File: src/rtl/bsa_pkg.sv
package bsa_pkg;
  function automatic logic fa_sum(input logic x, input logic y, input logic z);
    return x ^ y ^ z;
  endfunction

  function automatic logic fa_carry(input logic x, input logic y, input logic z);
    return (x & y) | (x & z) | (y & z);
  endfunction
endpackage

File: src/rtl/bsa_shreg.sv
module bsa_shreg #(
  parameter int WIDTH = 4
) (
  input  logic             clk,
  input  logic             rst,
  input  logic             load,
  input  logic [WIDTH-1:0] load_val,
  input  logic             step,
  input  logic             ser_in,
  output logic [WIDTH-1:0] q
);
  always_ff @(posedge clk) begin
    if (rst) begin
      q <= '0;
    end else if (load) begin
      q <= load_val;
    end else if (step) begin
      q <= {ser_in, q[WIDTH-1:1]};
    end
  end
endmodule

File: src/rtl/bsa_full_adder.sv
module bsa_full_adder
  import bsa_pkg::*;
(
  input  logic x,
  input  logic y,
  input  logic z,
  output logic s,
  output logic co
);
  always_comb begin
    s  = fa_sum(x, y, z);
    co = fa_carry(x, y, z);
  end
endmodule

File: src/rtl/bsa_carry_ff.sv
module bsa_carry_ff (
  input  logic clk,
  input  logic rst,
  input  logic clr,
  input  logic step,
  input  logic d,
  output logic q
);
  always_ff @(posedge clk) begin
    if (rst || clr) begin
      q <= 1'b0;
    end else if (step) begin
      q <= d;
    end
  end
endmodule

File: src/rtl/bsa_step_ctr.sv
module bsa_step_ctr #(
  parameter int WIDTH = 4
) (
  input  logic clk,
  input  logic rst,
  input  logic clr,
  input  logic step,
  output logic done
);
  localparam int CW = $clog2(WIDTH + 1);
  localparam logic [CW-1:0] LAST = CW'(WIDTH);

  logic [CW-1:0] cnt_q;
  logic [CW-1:0] cnt_d;

  always_comb begin
    cnt_d = cnt_q;
    if (step && (cnt_q != LAST)) begin
      cnt_d = cnt_q + 1'b1;
    end
  end

  always_ff @(posedge clk) begin
    if (rst || clr) begin
      cnt_q <= '0;
      done  <= 1'b0;
    end else begin
      cnt_q <= cnt_d;
      done  <= (cnt_d == LAST);
    end
  end
endmodule

File: src/rtl/bit_serial_adder.sv
module bit_serial_adder #(
  parameter int WIDTH = 4
) (
  input  logic             clk,
  input  logic             rst,
  input  logic             clr,
  input  logic             load,
  input  logic [WIDTH-1:0] a_in,
  input  logic [WIDTH-1:0] b_in,
  input  logic             shift_en,
  input  logic             b_ser_in,
  output logic [WIDTH-1:0] sum_o,
  output logic             carry_o,
  output logic             done_o
);
  logic             step;
  logic [WIDTH-1:0] a_q;
  logic [WIDTH-1:0] b_q;
  logic             fa_s;
  logic             fa_co;
  logic             carry_q;

  assign step = shift_en && !load && !clr;

  bsa_shreg #(.WIDTH(WIDTH)) u_areg (
    .clk(clk), .rst(rst), .load(load), .load_val(a_in),
    .step(step), .ser_in(fa_s), .q(a_q)
  );

  bsa_shreg #(.WIDTH(WIDTH)) u_breg (
    .clk(clk), .rst(rst), .load(load), .load_val(b_in),
    .step(step), .ser_in(b_ser_in), .q(b_q)
  );

  bsa_full_adder u_fa (
    .x(a_q[0]), .y(b_q[0]), .z(carry_q), .s(fa_s), .co(fa_co)
  );

  bsa_carry_ff u_cff (
    .clk(clk), .rst(rst), .clr(clr), .step(step), .d(fa_co), .q(carry_q)
  );

  bsa_step_ctr #(.WIDTH(WIDTH)) u_ctr (
    .clk(clk), .rst(rst), .clr(clr), .step(step), .done(done_o)
  );

  assign sum_o   = a_q;
  assign carry_o = carry_q;
endmodule

File: config.mk
export PLATFORM = sky130hd
export DESIGN_NAME = bit_serial_adder
export DESIGN_NICKNAME = d
export VERILOG_FILES = /design/src/rtl/bsa_pkg.sv /design/src/rtl/bsa_shreg.sv /design/src/rtl/bsa_full_adder.sv /design/src/rtl/bsa_carry_ff.sv /design/src/rtl/bsa_step_ctr.sv /design/src/rtl/bit_serial_adder.sv
export SDC_FILE = /design/constraint.sdc
export NUM_CORES = 1
export LEC_CHECK = 0
export ABC_AREA = 0
export CAP_MARGIN = 15
export CELL_PAD_IN_SITES_DETAIL_PLACEMENT = 0
export CELL_PAD_IN_SITES_GLOBAL_PLACEMENT = 1
export CORE_UTILIZATION = 37
export DETAILED_ROUTE_END_ITERATION = 6
export PLACE_DENSITY_LB_ADDON = 0.1
export SLEW_MARGIN = 30
export SYNTH_ARGS = -nofsm -noshare
export SYNTH_HDL_FRONTEND = slang
export SYNTH_SLANG_ARGS = --single-unit
File: constraint.sdc
create_clock -name clk -period 2 [get_ports clk]
set_input_delay 0.3 -clock clk [delete_from_list [all_inputs] [get_ports clk]]
set_output_delay 0.3 -clock clk [all_outputs]
set_load 0.01 [all_outputs]
==> qor.yml <==
outcome: "completed"
synth_area_um2: 747
cts-root-buf: "clkbuf_4"
io_pins: 20
wl_um: 1330
top_usage_layer: "met2"
start_util: 0.415
synth_seq_cells: 13
cpPeakStageDelay_ns: 0.56
worstPathArrival_ns: 1.22
post_drt_wl_per_cell_um: 11.0
use_met1: 0.181
avgSynthCellArea_um2: 9.83
path_max_fanout: 3
cp_top_family: "buffers and inverters"
gp_congestion: 0.709
antenna_cells: 0
setup.worst_path.start_class: "flop"
crit_slowest_cell: "clkdlybuf4s50_1"
finalHoldViolCount: 0
die_w_um: 46.9
async_flop_share: 0
rsz0062_at_grt: "false"
numCtsBuffers: 3
core-area_um2: 1800
viasPerCell: 4.63
ys_seq_area_frac: 0.348
fin_util: 0.542
postCtsSetupBuffers: 0
drtPass1Iterations: 3
finClkSkew_ns: 0.000440
end_kind: "output pin"
slew_violations: 0
drive_above_1_share: 0.156
pre_cts_ws_ns: 0.270
synthCells: 76
clock_latency_ns: 0.28
ys_warn_count: 0
period_share: 0.762
synth_edf_count: 0
crit_chain: "clkdlybuf4s50_1"
path_clk_slew_ns: 0.08
synth_cell_types: 22
fmax_ghz: 0.656
grt_use_met3: 0.0808
antenna_left: 0
ctsHtreeMaxLevel: 1
grtUsageMet2: 0.225
die_h_um: 46.9
cts.sinks: 13
fp-row-count: 15
grt-ovfl-total: 0
grt_pass1_wl_um: 2180
min_path_type: "reg2reg"
p_per_area_nw_per_um2: 574
grt_pass1_vias: 523
area_growth_pct: 30.8
die_area_um2: 2200
final_cell_mix: "19 x clkdlybuf4s50_1, 13 x dfxtp_1, 11 x inv_1"
layout.nets: 114
fin_crit_ns: 1.52
hold_buffers: 0
path_buf_inv: 1
max_slew_margin: 0.710
dp_hpwl_um: 992
cts_tree: "done"
setup_viol: 0
crit_type: "reg2out"
p_leak_nw: 0.450
drtIter0Drc: 5
grt_max_degree: 17
synth_ff_type: "dfxtp_1"
cts_resized: 0
setup_slack_ns: 0.476
post-route-drc-count: 0
max-cap-violations: 0
r2r_setup_slack_ns: 0.65
crit_required_ns: 1.70
synth.net_count: 93
grtUsageTotal: 0.149
antenna_found_initial: 0
numPortBuffers: 19
tns_ns: 0
ir_drop_mv: 0.408
worst_pin_slew_ns: 0.434
vias: 560
final_common_cell: "clkdlybuf4s50_1"
cts.path.max_buffers: 2
[where the power goes]
group          switching, mW  internal, mW
clock network         0.0880        0.0774
logic                 0.0408        0.0744
registers            0.00881         0.271
[metal layers]
| metal | vias to the layer above | wire, um |
|---|---|---|
| li1 | 295 | - |
| met2 | 13 | 593 |
| met3 | 2 | 88 |
| met1 | 250 | 640 |
| met5 | - | 0 |
| met4 | 0 | 12 |
[through the flow]
stage	hold WS (ns)	total power, mW	std cells	area (um2)
global placement	0.475	0.402	117	951
CTS	0.485	0.570	121	977
global route	0.503	0.593	121	977
finish	0.485	0.561	121	977
floorplan	0.377	0.356	76	747
detailed placement	0.473	0.402	117	951
[kinds of logic (layout without fill, tap and decap cells)]
logic type      after synthesis  count (layout)  share of synthesized area
buf+inv                      16              36                     0.0988
simple gates                 13              13                      0.114
mux                          12              12                      0.214
fa+ha+maj                     3               3                     0.0603
compound gates               18              18                      0.152
flops                        13              13                      0.348
xor+xnor                      1               1                     0.0117
[worst paths after layout]
kind | from | to | depth (start not counted)
min | u_ctr.cnt_q[1] | u_ctr.cnt_q[1] | 2
min reg2reg | u_ctr.cnt_q[1] | u_ctr.cnt_q[1] | 2
max reg2reg | u_cff.q | u_areg.q[3] | 3
max | u_cff.q | carry_o | 1
[registers in the layout, summed over array words and instances, names as in the netlist]
register,count
u_breg.q,4
u_areg.q,4
u_cff.q,1
u_ctr.done,1
u_ctr.cnt_q,3
[cell usage after synthesis (2+ instances only)]
library cell	n	area [um2]
a21oi_1	8	40.0
buf_2	2	10.0
dfxtp_1	13	260
ha_1	2	25.0
inv_1	11	41.3
mux2_4	8	120
mux2i_1	4	40.0
nand2_1	6	22.5
o21a_1	9	67.6
[final cells by class]
type,instances,area [um2]
clock buffers,4,26.3
fillers,187,825
inverters,11,41.3
multi-input cells,47,413
flip-flops and latches,13,260
well taps,25,31.3
repair buffers,21,205
[tightest hold or removal path, cell delays in order (launching register included)]
cell	delay (ns)
dfxtp_1	0.33
nand2_1	0.06
mux2i_1	0.05
Note: power is estimated with default switching activity, not from simulation.
